**src/rtl/pe_pkg.sv**
```systemverilog
package pe_pkg;
  localparam int unsigned DEF_SLICE_W = 8;
  localparam int unsigned DEF_SLICES  = 4;

  function automatic int unsigned idx_width(input int unsigned n);
    return (n > 1) ? $clog2(n) : 1;
  endfunction
endpackage

```
**src/rtl/pe_slice.sv**
```systemverilog
module pe_slice #(
  parameter int unsigned W = pe_pkg::DEF_SLICE_W,
  localparam int unsigned IW = pe_pkg::idx_width(W)
) (
  input  logic [W-1:0]  req,
  input  logic          en,
  output logic [IW-1:0] idx,
  output logic          hit,
  output logic          empty
);
  logic          any_set;
  logic [IW-1:0] top_pos;

  // Ascending scan: the last set bit seen is the highest, so it wins.
  always_comb begin
    top_pos = '0;
    for (int i = 0; i < W; i++) begin
      if (req[i]) top_pos = IW'(i);
    end
  end

  assign any_set = |req;
  assign idx     = en ? top_pos : '0;
  assign hit     = en & any_set;
  assign empty   = en & ~any_set;

  always_comb begin
    p_hit_empty_excl_r2: assert (!(hit && empty))
      else $error("slice hit and empty both high");
    p_off_quiet_r4: assert (en || (idx == '0 && !hit && !empty))
      else $error("disabled slice not quiet");
    p_idx_is_set_r1: assert (!hit || req[idx])
      else $error("slice index points at a clear bit");
    p_nothing_above_r1: assert (!hit || ((req >> idx) == W'(1)))
      else $error("slice ignored a higher request");
  end
endmodule

```
**src/rtl/pe_merge.sv**
```systemverilog
module pe_merge #(
  parameter int unsigned SLICES = pe_pkg::DEF_SLICES,
  parameter int unsigned LW     = 3,
  localparam int unsigned GW    = pe_pkg::idx_width(SLICES),
  localparam int unsigned OW    = LW + GW
) (
  input  logic [SLICES*LW-1:0] local_idx,
  input  logic [SLICES-1:0]    slice_hit,
  output logic [OW-1:0]        index,
  output logic                 any_hit
);
  logic [LW-1:0] low_or;
  logic [GW-1:0] grp_or;

  // Disabled slices drive zero, so OR-ing the locals and the group numbers
  // of the hitting slices gives the winner's position.
  always_comb begin
    low_or = '0;
    grp_or = '0;
    for (int k = 0; k < SLICES; k++) begin
      low_or = low_or | local_idx[k*LW +: LW];
      if (slice_hit[k]) grp_or = grp_or | GW'(k);
    end
  end

  assign index   = {grp_or, low_or};
  assign any_hit = |slice_hit;

  always_comb begin
    p_single_group_r6: assert ($onehot0(slice_hit))
      else $error("more than one slice reports a hit");
  end
endmodule

```
**src/rtl/pe_tree.sv**
```systemverilog
module pe_tree #(
  parameter int unsigned SLICE_W = pe_pkg::DEF_SLICE_W,
  parameter int unsigned SLICES  = pe_pkg::DEF_SLICES,
  localparam int unsigned N      = SLICE_W * SLICES,
  localparam int unsigned LW     = pe_pkg::idx_width(SLICE_W),
  localparam int unsigned OW     = LW + pe_pkg::idx_width(SLICES)
) (
  input  logic [N-1:0]  req,
  input  logic          en,
  output logic [OW-1:0] index,
  output logic          hit,
  output logic          empty
);
  // en_chain[k+1] enables slice k; en_chain[k] is slice k's empty flag.
  logic [SLICES:0]        en_chain;
  logic [SLICES-1:0]      slice_hit;
  logic [SLICES*LW-1:0]   local_idx;

  assign en_chain[SLICES] = en;

  for (genvar k = 0; k < SLICES; k++) begin : g_slice
    pe_slice #(.W(SLICE_W)) u_slice (
      .req   (req[k*SLICE_W +: SLICE_W]),
      .en    (en_chain[k+1]),
      .idx   (local_idx[k*LW +: LW]),
      .hit   (slice_hit[k]),
      .empty (en_chain[k])
    );
  end

  pe_merge #(.SLICES(SLICES), .LW(LW)) u_merge (
    .local_idx (local_idx),
    .slice_hit (slice_hit),
    .index     (index),
    .any_hit   (hit)
  );

  assign empty = en_chain[0];

  always_comb begin
    p_top_idx_set_r1: assert (!hit || req[index])
      else $error("tree index points at a clear bit");
    p_empty_means_none_r3: assert (!empty || (en && req == '0))
      else $error("empty flag with requests present");
    p_top_excl_r2: assert (!(hit && empty))
      else $error("tree hit and empty both high");
  end
endmodule

```
**config.mk**
```make
export PLATFORM = sky130hd
export DESIGN_NAME = pe_tree
export DESIGN_NICKNAME = d
export VERILOG_FILES = /design/src/rtl/pe_pkg.sv /design/src/rtl/pe_slice.sv /design/src/rtl/pe_merge.sv /design/src/rtl/pe_tree.sv
export SDC_FILE = /design/constraint.sdc
export NUM_CORES = 1
export LEC_CHECK = 0
export BUFFER_PORTS_ARGS = -buffer_cell sky130_fd_sc_hd__buf_2
export CAP_MARGIN = 20
export CORE_AREA = 3 3 40 42
export DETAILED_ROUTE_END_ITERATION = 8
export DIE_AREA = 0 0 43 45
export PLACE_DENSITY = 0.65
export SLEW_MARGIN = 30
export SYNTH_ARGS = -nofsm -noshare
export SYNTH_HDL_FRONTEND = slang
export SYNTH_SLANG_ARGS = --single-unit
export TNS_END_PERCENT = 50
```
**constraint.sdc**
```tcl
create_clock -name vclk -period 2.4
set_clock_uncertainty 0.1 [all_clocks]
set_input_delay 0.12 -clock vclk [all_inputs]
set_output_delay 0.12 -clock vclk [all_outputs]
set_load 0.01 [all_outputs]
```
; ---- Word level (Yosys, flattened, before mapping)
; Cells that the tools add are included.
[classes]
reduce_logical = 5
muxes = 35
bitwise_logic = 15
[ops]
columns = op, count
row1 = $mux 3, 20
row2 = $reduce_or 8->1, 4
row3 = $mux 2, 10
row4 = $or 3x3->3, 3
row5 = $and 1x1->1, 8
row6 = $mux 1, 5
row7 = $not 1->1, 4
row8 = $reduce_or 4->1, 1
[totals]
elab_cells = 55
out_inout_bits = 7
reg_bits = 0

; ---- Depth between registers and ports, before layout
; Gate-level depths: netlist of the first run.
[logic_depth]
ltp_word = 11
mapped_depth = 5
ltp_nobuf = 5

; ---- Modules after synthesis
; A second synthesis of the first run with hierarchy kept.
[hier_totals]
cells_unflattened = 66
hier_area_um2 = 382.9
[by_module_without_submodules]
columns = mod, area_per_inst_um2, cells_each, n_inst
row1 = pe_slice, 85.1, 15, 4
row2 = pe_merge, 42.5, 6, 1

; ---- Least setup slack after synthesis of the first run
; No wires, ideal clock.
[synth_path]
path_type = input-to-output
start = input req[13]
end = output index[1]
cell_stages = 5
path_buffers = 0
setup_slack_ps = 770
t_required_ps = 2180
t_arrival_ps = 1410
cell_sequence = or4_4 nor4b_4 o31a_2 o41ai_1 a21boi_1
[synth_via]
elab_chain_cells = 7
word_cells_on_any_way = 11
classes_between = 5 x mux / 5 x bitwise / 1 x reduce/logical
[synth_lines]
columns = item, line_no
row1 = start: declaration, pe_tree.sv:8  ; input logic [N-1:0] req,
row2 = $reduce_or 8->1 / $mux 3 (equally long branches), "pe_slice.sv:22, pe_slice.sv:18"
row3 = $not 1->1 / $mux 3 (equally long branches), "pe_slice.sv:25, pe_slice.sv:18"
row4 = $and 1x1->1 / $mux 3 (equally long branches), "pe_slice.sv:25, pe_slice.sv:18"
row5 = $mux 3, pe_slice.sv:23  ; assign idx = en ? top_pos : '0;
row6 = $or 3x3->3 (*) (3 in a row), pe_merge.sv:21  ; low_or = low_or | local_idx[k*LW +: LW];
row7 = end: declaration, pe_tree.sv:10  ; output logic [OW-1:0] index,
; Mark *: on every way between the ends. The rest lies on a longest branch, timed or not.

; ---- Final worst setup path of the first run
; Same ends and word-level chain as after synthesis.

==> results of run 1 <==
## power breakdown
group          switching [mW]  internal [mW]
sequential                  0              0
clock                       0              0
combinational          0.0367         0.0374
## layout make-up
type | instances | area [sq um]
tap | 15 | 18.8
multi-input combinational | 55 | 335
timing repair buffer | 40 | 200
fill | 137 | 708
inverter | 6 | 22.5
## logic make-up (layout without fill, tap and decap cells)
group                  count (synthesis)  in the layout  share of synthesized area [%]
buffers and inverters                  6             46                           6.29
AND/OR/NAND/NOR                       35             35                           55.9
AO/OA/AOI/OAI                         20             20                           37.8
## final timing paths
path	startpoint	to	slack (ns)	cells past startpoint
worst max-delay path	req[13]	index[1]	0.55	7
worst min-delay path	req[31]	index[0]	0.51	4
## layer usage
layer  track usage [%]  wire length (um)  up-vias
li1                  -                 -      316
met1              15.0               490      238
met2              20.1               532       24
met3             0.797               106        0
met4                 0                 0        0
met5                 0                 0        -
## worst max-delay path: stages
cell	delay, ns
buf_2	0.11
or4_4	0.55
nor4b_4	0.32
o31a_2	0.20
o41ai_1	0.07
a21boi_1	0.12
buf_2	0.14
## through the flow
stage          worst slack [ns]  std cells  cell area [sq um]
2_1_floorplan             0.770         61                358
3_3_place_gp              0.560        116                577
3_5_place_dp              0.535        116                577
4_1_cts                   0.527        116                577
5_1_grt                   0.442        116                577
6_report                  0.546        116                577
## placed cells by master (no fill, tap or decap), types with 3 or more instances in the layout
master and count:
nor4_1 6, a21oi_1 6, nor2b_1 3, nor3_1 3
nor2_1 12, o21ai_0 3, buf_2 40, inv_1 6
nand2_1 4
==> reports/metrics.cfg, run 1 <==
[timing]
finalSetupViolations = 0
maxSlewHeadroom_pct = 67.9
grt_setup_unrepaired = no
fin_crit_sh_pct = 77.2
worstMarginPinSlew_ns = 0.476
fmax_mhz = 539
whs_ns = 0.506
finalSetupTns_ns = 0
drv_slew = 0
hold_viol_final = 0
min_period_ns = 1.85

[final_layout]
areaGrowthSynthToFinish_pct = 61.2
area.sequential_sq_um = 0
fin_util_pct = 44.9
clock_buffers = 0
num-nets-final = 136
seq_cell_count = 0
n_antenna_cell = 0
drive_gt1_share_pct = 44.6

[critical_path]
crit_type = input port to output pin
cp.required_ns = 2.18
crit_fanout = 4
cp.arrival_ns = 1.63
start_kind = input port
endpoint_kind = output pin

[run]
maxCapViolCount = 0

[global_route]
grt_start_max_net_pins = 9
antenna_found_initial = 0
grt-ovfl-total = 0
grt_first_pass_wirelength_um = 1790
grt.total_usage_pct = 10.9
grt_pass1_vias = 487

[synth]
syn_nets = 94
ys_seq_area_share_pct = 0
synth_cell_types = 23
ys_top_cells_by_area = nor2_1, nor4_1, a21oi_1
netlist_area_sq_um = 358
synth.avg_cell_area_sq_um = 5.87
synthCells = 61
synth_top_cell_by_area = nor2_1
ys_warn_count = 0
synth_common_cells = nor2_1, a21oi_1, inv_1, nor4_1, nand2_1
yosysTopAreaCellShare_pct = 12.6
synth_most_common_cell = nor2_1

[pwr]
p_leak_nw = 0.285
p_per_area_nw_per_um2 = 129
ir_drop_v = 0.0000463
p_total_mw = 0.0742

[route]
wire_per_inst_um = 9.73
dr.pass1.iters = 3
post_drt_via_cell_ratio = 4.98
drc_errors = 0
drtAntennaViolNets = 0
first_iter_violations = 4
wirelength_um = 1130
dr_total_vias = 578

[placement]
port_buffers = 40
place_congestion = 0.731
dp_hpwl_um = 1050

[die]
die-area_sq_um = 1940
num_rows = 13
core_sq_um = 1280
ioPinCount = 40
initial_core_util_pct = 27.8
die_x_um = 43
dieHeight_um = 45

[status]
outcome = complete, no violations

[clock_tree]
hold_buffers = 0
cts_repair_resize_count = 0
cts_setup_buffers = 0

[hold_path]
hold_class = input port to output pin

Power figures use the tool's default switching activity.
==> run 2: changes to the inputs <==
- PLACE_DENSITY: 0.65 -> 0.67
- clock period: 2.4 -> 1.5 ns (I/O delays scaled with it)
==> run 2 against run 1 <==
The run now ends with setup timing left. Design area up 26%. Wire length grew 8.0%. Total power is 100% higher. Global-route usage grew 2.4 points. Critical path depth is the same. Setup slack worse by 0.79 ns. First-iteration DRC count is 100% higher. Via count rose by 11%. Non-clock buffer count grew 16. Critical endpoint unchanged. Sequential share of layout area did not move. Combinational power up 100%. Highest routed layer unchanged. Hold slack got worse by 0.080 ns.
==> reports/metrics.cfg, run 2 (synthesized netlist as in run 1, its figures left out) <==
[status]
outcome = finished with violations
violations = setup timing

[pwr]
p_per_area_nw_per_um2 = 205  ; +60%
ir_drop_v = 0.0000953  ; +110%
p_total_mw = 0.149  ; +100%
p_leak_nw = 0.372  ; +30%

[placement]
place_congestion = 0.746  ; +2.1%
port_buffers = 40  ; unchanged
dp_hpwl_um = 1110  ; +5.8%
placed_area_sq_um = 689  ; +20%

[final_layout]
n_antenna_cell = 0  ; unchanged
clock_buffers = 0  ; unchanged
layout_commonest_cell = buf_2
num-nets-final = 152  ; +12%
drive_gt1_share_pct = 54.7  ; +10 points
most-common-layout-cells = buf_2, buf_4, nor2_1
final_area_sq_um = 726  ; +26%
fin_util_pct = 56.5  ; +12 points
nFillCells = 133  ; -2.9%
area.sequential_sq_um = 0  ; unchanged
seq_cell_count = 0  ; unchanged
areaGrowthSynthToFinish_pct = 103

[timing]
drv_slew = 0  ; unchanged
hold_viol_final = 0  ; unchanged
finalSetupTns_ns = -1.19  ; -1.19 ns
min_period_ns = 1.75
worstMarginPinSlew_ns = 0.420  ; -0.0567 ns
setup_ws_ns = -0.246  ; -0.792 ns
grt_setup_unrepaired = yes
maxSlewHeadroom_pct = 71.8  ; +3.8 points
whs_ns = 0.426  ; -0.0804 ns
fmax_mhz = 573
finalSetupViolations = 6  ; +6
fin_crit_sh_pct = 116

[die]
dieHeight_um = 45  ; unchanged
initial_core_util_pct = 27.8  ; unchanged
die-area_sq_um = 1940  ; unchanged
die_x_um = 43  ; unchanged
ioPinCount = 40  ; unchanged
num_rows = 13  ; unchanged
core_sq_um = 1280  ; unchanged

[route]
wirelength_um = 1220  ; +8.0%
dr.pass1.iters = 4  ; +1
wl_met1_um = 551  ; +12%
drc_errors = 0  ; unchanged
drtAntennaViolNets = 0  ; unchanged
post_drt_via_cell_ratio = 4.86  ; -2.4%
dr_total_vias = 642  ; +11%
routed-wl-met2_um = 540  ; +1.5%
met3_length_um = 126  ; +19%
routed.top_layer = met3
wire_per_inst_um = 9.23  ; -5.1%
first_iter_violations = 8  ; +4

[clock_tree]
hold_buffers = 0  ; unchanged

[global_route]
grt_pass1_vias = 566  ; +16%
grt_first_pass_wirelength_um = 2130  ; +19%
grt_start_max_net_pins = 9  ; unchanged
grt-ovfl-total = 0  ; unchanged
grt.total_usage_pct = 13.3  ; +2.4 points
antenna_found_initial = 0  ; unchanged

[critical_path]
start_kind = input port
cp.arrival_ns = 1.57  ; -0.06 ns
crit_type = input port to output pin
endpoint_kind = output pin
cp.required_ns = 1.32  ; -0.86 ns
crit_fanout = 4  ; unchanged

[hold_path]
hold_class = input port to output pin

[run]
maxCapViolCount = 0  ; unchanged

==> run 2: cell types whose count changed in the layout (fill, tap and decap cells not counted) <==
cell	previous run	this run
nor2_1	12	11
o21ai_1	0	1
buf_6	0	2
o221ai_2	0	1
o41ai_2	0	1
o41ai_1	1	0
buf_2	40	38
nor2_2	0	1
buf_4	0	16
o21ai_0	3	2
o221ai_1	1	0
==> run 2: cell type report <==
class / instances / area (sq um) / area share, %
Timing Repair Buffer: 56 / 333 / 45.9
Inverter: 6 / 22.5 / 3.10
Tap cell: 15 / 18.8 / 2.59
Multi-Input combinational cell: 55 / 352 / 48.4
==> run 2: final timing paths <==
check	endpoint	from	slack (ns)	cells after the start
worst max-delay path	index[1]	req[13]	-0.25	7
worst min-delay path	index[3]	en	0.43	3
==> run 2: critical path, cell delays in order <==
cell	delay [ns]
buf_6	0.09
or4_4	0.55
nor4b_4	0.32
o31a_2	0.21
o41ai_2	0.07
a21boi_1	0.12
buf_2	0.14
==> run 2: routing by layer <==
| layer | track usage (%) | vias up |
|---|---|---|
| met2 | 23.1 | 31 |
| li1 | - | 346 |
| met4 | 0 | 0 |
| met1 | 20.0 | 265 |
| met3 | 0 | 0 |
| met5 | 0 | - |
==> run 2: through the flow <==
step | std cells | setup slack (ns)
floorplan | 61 | -0.0398
global placement | 131 | -0.244
detailed placement | 131 | -0.271
CTS | 132 | -0.257
global route | 132 | -0.319
finish | 132 | -0.246
==> run 2: power by group <==
group          switching [mW]  internal, mW  leakage [nW]
Sequential                  0             0             0
Combinational          0.0653        0.0837         0.372
Clock                       0             0             0
==> run 2: repair_timing <==
item,in CTS,in global routing
endpoints found under the setup margin,6,6
endpoints found under the hold margin,0,0
pin swaps,3,1
resized for setup,2,4
setup buffers,1,0
